[config.mk]
export PLATFORM = sky130hd
export DESIGN_NAME = serial_rx_unit
export DESIGN_NICKNAME = d
export VERILOG_FILES = /design/src/rtl/serial_rx_pkg.sv /design/src/rtl/serial_rx_linesel.sv /design/src/rtl/serial_rx_framer.sv /design/src/rtl/serial_rx_status.sv /design/src/rtl/serial_rx_unit.sv
export SDC_FILE = /design/constraint.sdc
export NUM_CORES = 1
export LEC_CHECK = 0
export ABC_CLOCK_PERIOD_IN_PS = 1700
export BUFFER_PORTS_ARGS = -buffer_cell sky130_fd_sc_hd__buf_4
export CELL_PAD_IN_SITES_DETAIL_PLACEMENT = 1
export CELL_PAD_IN_SITES_GLOBAL_PLACEMENT = 1
export CORE_AREA = 2 2 81 83
export DETAILED_ROUTE_END_ITERATION = 12
export DIE_AREA = 0 0 83 85
export GPL_ROUTABILITY_DRIVEN = 0
export PLACE_DENSITY = 0.86
export RECOVER_POWER = 25
export SETUP_SLACK_MARGIN = 0.1
export SLEW_MARGIN = 5
export SYNTH_ARGS = -nofsm -noshare
export SYNTH_HDL_FRONTEND = slang
export SYNTH_SLANG_ARGS = --single-unit
[constraint.sdc]
create_clock -name clk -period 1.7 [get_ports clk]
set_input_delay 0.34 -clock clk [delete_from_list [all_inputs] [get_ports clk]]
set_output_delay 0.34 -clock clk [all_outputs]
set_load 0.005 [all_outputs]
[src/rtl/serial_rx_pkg.sv]
package serial_rx_pkg;
  localparam int RX_DW = 8;

  localparam int SB_READY = 0;
  localparam int SB_LOST  = 1;
  localparam int SB_PAR   = 2;
  localparam int SB_STOP  = 3;
  localparam int SB_BRK   = 4;
  localparam int SB_ANY   = 7;

  typedef enum logic [2:0] {
    ST_IDLE, ST_START, ST_DATA, ST_PAR, ST_STOP, ST_BRKWAIT
  } rx_state_t;

  typedef struct packed {
    logic [RX_DW-1:0] data;
    logic             perr;
    logic             ferr;
    logic             brk;
  } rx_frame_t;
endpackage

[src/rtl/serial_rx_linesel.sv]
module serial_rx_linesel (
  input  logic clk,
  input  logic rst,
  input  logic rx_pin,
  input  logic tx_loop,
  input  logic loop_en,
  output logic line_q
);
  always_ff @(posedge clk) begin
    if (rst) line_q <= 1'b1;
    else     line_q <= loop_en ? tx_loop : rx_pin;
  end
endmodule

[src/rtl/serial_rx_framer.sv]
module serial_rx_framer
  import serial_rx_pkg::*;
#(
  parameter int OSR = 16
) (
  input  logic       clk,
  input  logic       rst,
  input  logic       tick,
  input  logic       line,
  input  logic [1:0] word_len,
  input  logic [2:0] par_cfg,
  output logic       done,
  output rx_frame_t  frame
);
  localparam int CNT_W = $clog2(OSR);
  localparam int IDX_W = $clog2(RX_DW);
  localparam logic [CNT_W-1:0] CNT_MID = CNT_W'(OSR / 2 - 1);
  localparam logic [CNT_W-1:0] CNT_END = CNT_W'(OSR - 1);

  rx_state_t        state;
  logic [CNT_W-1:0] cnt;
  logic [IDX_W-1:0] idx;
  logic [RX_DW-1:0] shreg;
  logic             par_bit;

  logic par_en, par_even, par_stick;
  assign par_en    = par_cfg[0];
  assign par_even  = par_cfg[1];
  assign par_stick = par_cfg[2];

  logic [IDX_W-1:0] last_idx;
  assign last_idx = IDX_W'(4) + IDX_W'(word_len);

  logic exp_par, all_space;
  always_comb begin
    if (par_stick)     exp_par = ~par_even;
    else if (par_even) exp_par = ^shreg;
    else               exp_par = ~^shreg;
    all_space = (shreg == '0) && !(par_en && par_bit) && !line;
  end

  always_ff @(posedge clk) begin
    if (rst) begin
      state   <= ST_IDLE;
      cnt     <= '0;
      idx     <= '0;
      shreg   <= '0;
      par_bit <= 1'b0;
      done    <= 1'b0;
      frame   <= '0;
    end else begin
      done <= 1'b0;
      if (tick) begin
        case (state)
          ST_IDLE: if (!line) begin
            state <= ST_START;
            cnt   <= '0;
          end
          ST_START: begin
            if (cnt == CNT_MID) begin
              cnt   <= '0;
              idx   <= '0;
              shreg <= '0;
              state <= line ? ST_IDLE : ST_DATA;
            end else cnt <= cnt + 1'b1;
          end
          ST_DATA: begin
            if (cnt == CNT_END) begin
              cnt        <= '0;
              shreg[idx] <= line;
              if (idx == last_idx) state <= par_en ? ST_PAR : ST_STOP;
              else                 idx   <= idx + 1'b1;
            end else cnt <= cnt + 1'b1;
          end
          ST_PAR: begin
            if (cnt == CNT_END) begin
              cnt     <= '0;
              par_bit <= line;
              state   <= ST_STOP;
            end else cnt <= cnt + 1'b1;
          end
          ST_STOP: begin
            if (cnt == CNT_END) begin
              cnt        <= '0;
              done       <= 1'b1;
              frame.data <= shreg;
              frame.brk  <= all_space;
              frame.ferr <= !line && !all_space;
              frame.perr <= par_en && !all_space && (par_bit != exp_par);
              state      <= all_space ? ST_BRKWAIT : ST_IDLE;
            end else cnt <= cnt + 1'b1;
          end
          ST_BRKWAIT: if (line) state <= ST_IDLE;
          default: state <= ST_IDLE;
        endcase
      end
    end
  end
endmodule

[src/rtl/serial_rx_status.sv]
module serial_rx_status
  import serial_rx_pkg::*;
(
  input  logic             clk,
  input  logic             rst,
  input  logic             done,
  input  rx_frame_t        frame,
  input  logic             rd_data,
  input  logic             rd_status,
  output logic [RX_DW-1:0] buf_q,
  output logic [7:0]       status
);
  logic ready, lost, perr, ferr, brk, any_err;

  always_ff @(posedge clk) begin
    if (rst) begin
      buf_q <= '0;
      {ready, lost, perr, ferr, brk, any_err} <= '0;
    end else begin
      if (rd_data)   ready <= 1'b0;
      if (rd_status) {lost, perr, ferr, brk, any_err} <= '0;
      if (done) begin
        if (ready && !rd_data) begin
          lost <= 1'b1;
        end else begin
          buf_q <= frame.data;
          ready <= 1'b1;
          if (frame.perr) perr <= 1'b1;
          if (frame.ferr) ferr <= 1'b1;
          if (frame.brk)  brk  <= 1'b1;
          if (frame.perr || frame.ferr || frame.brk) any_err <= 1'b1;
        end
      end
    end
  end

  always_comb begin
    status           = '0;
    status[SB_READY] = ready;
    status[SB_LOST]  = lost;
    status[SB_PAR]   = perr;
    status[SB_STOP]  = ferr;
    status[SB_BRK]   = brk;
    status[SB_ANY]   = any_err;
  end
endmodule

[src/rtl/serial_rx_unit.sv]
module serial_rx_unit
  import serial_rx_pkg::*;
#(
  parameter int OSR = 16
) (
  input  logic       clk,
  input  logic       rst,
  input  logic       tick16,
  input  logic       rx_pin,
  input  logic       loop_en,
  input  logic       tx_loop,
  input  logic [1:0] word_len,
  input  logic [2:0] par_cfg,
  input  logic       rd_data,
  input  logic       rd_status,
  output logic [7:0] rx_byte,
  output logic [7:0] line_status
);
  logic      line_q;
  logic      frame_done;
  rx_frame_t frame;

  serial_rx_linesel i_sel (
    .clk(clk), .rst(rst), .rx_pin(rx_pin), .tx_loop(tx_loop),
    .loop_en(loop_en), .line_q(line_q)
  );

  serial_rx_framer #(.OSR(OSR)) i_framer (
    .clk(clk), .rst(rst), .tick(tick16), .line(line_q),
    .word_len(word_len), .par_cfg(par_cfg),
    .done(frame_done), .frame(frame)
  );

  serial_rx_status i_stat (
    .clk(clk), .rst(rst), .done(frame_done), .frame(frame),
    .rd_data(rd_data), .rd_status(rd_status),
    .buf_q(rx_byte), .status(line_status)
  );
endmodule

==> results_dict.tcl <==
set metrics [dict create \
    post-place-ws_ns -0.134 \
    fillers 716 \
    crit_chain "buf_8 -> o21a_1 -> o21ai_4 -> nand2_1 -> or4_1 -> a31oi_2" \
    hp-class "primary input to register" \
    insertion_delay_ns 0.32 \
    synth_top_family_by_area "simple AND/OR/NAND/NOR gates" \
    maxCapViolations 0 \
    port_buffers 26 \
    synth_area_um2 2360 \
    cp.required_ns 1.92 \
    syn_avg_cell_area_um2 8.13 \
    wire_per_inst_um 24.4 \
    start_kind "register" \
    pin_count 29 \
    worstHoldStart "tx_loop" \
    netlist.area_leader.share_pct 39.0 \
    seq_area_frac_synth_pct 39.0 \
    reg2reg_from "i_framer.cnt[3]" \
    final_max_slew_viol_count 0 \
    grt_pass1_vias 2754 \
    max-slew-margin-rel_pct 60.3 \
    drt_drc_violations_left 0 \
    ant_nets 0 \
    arrival_ns 2.04 \
    multi_input_area_um2 1610 \
    ys_warn_count 0 \
    reg2reg_to "i_framer.cnt[3]" \
    synthTopCellsByCount "dfxtp_1 (46), nor2_1 (39), a21oi_1 (34)" \
    drtIter0Drc 237 \
    clockBufferDepth 2 \
    dp_hpwl_mm 5.12 \
    synth_compound_area_share_pct 19.7 \
    synthMuxAreaShare_pct 1.27 \
    grt_pass1_wl_mm 14.0 \
    setup_ws_ns -0.121 \
    tns_ns -0.942 \
    synth.ff_latch_count 46 \
    core-area_um2 6200 \
    routed-via-count 2680 \
    ys.flop_type "dfxtp_1" \
    clk_pin_slew_worst_paths_ns 0.10 \
    grtUsageTotal_pct 25.0 \
    fin_skew_ns 0.00923 \
    powerDensity_nw_per_um2 651 \
    cp_num_buf_inv 1 \
    synth_enable_flop_cells 0 \
    insertedDiodeCount 0 \
    die_h_um 85 \
    antenna_found_initial 0 \
    synth.most_common_cell "dfxtp_1" \
    async_flop_share_pct 0 \
    setup_viol 16 \
    die_x_um 83 \
    dieArea_um2 7060 \
    max_slew.worst_pin.slew_ns 0.596 \
    hold_path_end "i_sel.line_q" \
    root_buffer "clkbuf_8" \
    slowest_stage "or4_1" \
    synthTopCellsByArea "dfxtp_1 (39%), a21oi_1 (7.2%), nor2_1 (6.2%), nand2_1 (5.3%), xnor2_1 (3.3%)" \
    rows 29 \
    r2r_cells 6 \
    grt_max_degree 23 \
    synth-xor-area-share_pct 3.34 \
    syn_to_final_growth_pct 48.1 \
    overflow 0 \
    status "complete, but fails checks" \
    cts_tree "built" \
    critPathMaxStageDelay_ns 0.57 \
    hold_buffers 0 \
    drive_gt1_share_pct 43.9 \
    violations "setup timing" \
    critPathTopFamily "simple AND/OR/NAND/NOR gates" \
    period_share_pct 107 \
    power.leakage_nw 1.30 \
    fin_crit_ns 1.82 \
    cts.sinks 46 \
    end_kind "register" \
    crit_type "register to register" \
    synth-simple-area-share_pct 25.4 \
    synth.distinct_cells 55 \
    start_util_pct 38.0 \
    seq_area_um2 945 \
    cts-htree-levels 2 \
    hold_viol 0 \
    synth_top_area_cell "dfxtp_1" \
    drtPass1Iterations 5 \
    vias_per_cell 6.10 \
    peakVddDrop_uv 535 \
    syn_inst 290 \
    whs_path_depth 3 \
    synth_fa_ha_area_share_pct 3.18 \
    max_freq_mhz 549 \
    cts-buffers-inserted 5 \
    grt_setup_unrepaired "yes" \
    reg2reg_setup_slack_ns -0.12 \
    wl_mm 10.7 \
    final_nets 380 \
    path_max_fanout 4 \
]
==> layer usage <==
metal	up-vias	wire length, um	track usage, %
met5	-	0	0
met4	0	602	16.1
met3	55	680	4.77
met2	148	5370	45.5
met1	1339	4070	26.5
li1	1138	-	-
==> through the flow <==
step                total power [mW]  hold slack (ns)  std cells  instance area, um2  util [%]
floorplan                       1.22            0.432        291                2400         -
global placement                1.31            0.446        413                2860      46.1
detailed placement              1.32            0.451        413                2860      46.1
CTS                             2.20            0.235        433                3180      51.3
global route                    2.32            0.268        439                3490      56.3
finish                          2.27            0.247        439                3490      56.3
==> layout by cell type (no fill, tap or decap), types with 5 or more instances in the layout <==
cell / Yosys / routed
buf_4: 9 / 65
nand2_1: 33 / 33
nand3_1: 6 / 5
inv_1: 13 / 7
a21oi_1: 34 / 26
dfxtp_1: 46 / 35
clkbuf_8: 0 / 5
nor2_1: 39 / 34
nor2b_1: 8 / 8
buf_6: 2 / 10
inv_2: 0 / 6
a21oi_2: 0 / 6
clkbuf_4: 0 / 8
dfxtp_2: 0 / 7
nand3b_1: 5 / 5
==> logic make-up after synthesis <==
family	Yosys count
other cells	1
xor+xnor	9
mux	3
flops	46
simple gates	120
compound gates	70
buf+inv	35
fa+ha+maj	6
==> what timing repair did <==
action,4_1_cts,5_1_grt
resized for setup,38,58
buffers inserted,13,7
setup endpoints to repair,17,24
pin swaps,14,21
==> area by class of cell <==
class                   instances  share of cell area (%)
clock inverters                 2                    1.07
flip-flops and latches         46                    27.1
multi-input cells             210                    46.2
well taps                      77                    2.76
clock buffers                   6                    2.08
inverters                      13                    1.40
repair buffers                 85                    19.5
==> registers in the layout, indices dropped and copies added, names as in the netlist, 3 cells and up <==
| signal | count |
|---|---|
| i_framer.state | 3 |
| i_framer.frame | 11 |
| i_framer.shreg | 8 |
| i_stat.buf_q | 8 |
| i_framer.idx | 3 |
| i_framer.cnt | 4 |
==> how the worst max path moves through the flow <==
stage	startpoint	endpoint	slack, ns	depth (start not counted)
floorplan	i_framer.cnt[3]	i_framer.idx[2]	-0.03	5
global route	i_framer.state[0]	i_framer.idx[2]	-0.17	4
finish	i_framer.cnt[3]	i_framer.cnt[3]	-0.12	6
detailed placement	i_framer.state[1]	i_framer.shreg[7]	-0.13	5
CTS	i_framer.state[2]	i_framer.cnt[3]	-0.08	5
global placement	word_len[0]	i_framer.state[1]	-0.06	8
==> worst min-delay path, delay by kind of cell <==
kind                   cells  cell delay, ns
multiplexers               1            0.06
buffers and inverters      1            0.08
AND/OR/NAND/NOR            1            0.06
==> power breakdown <==
group	leakage (nW)	internal (mW)	switching [mW]
clock	0.0514	0.440	0.426
combinational	0.869	0.154	0.168
sequential	0.378	1.08	0.00926
Power figures use the tool's default switching activity.
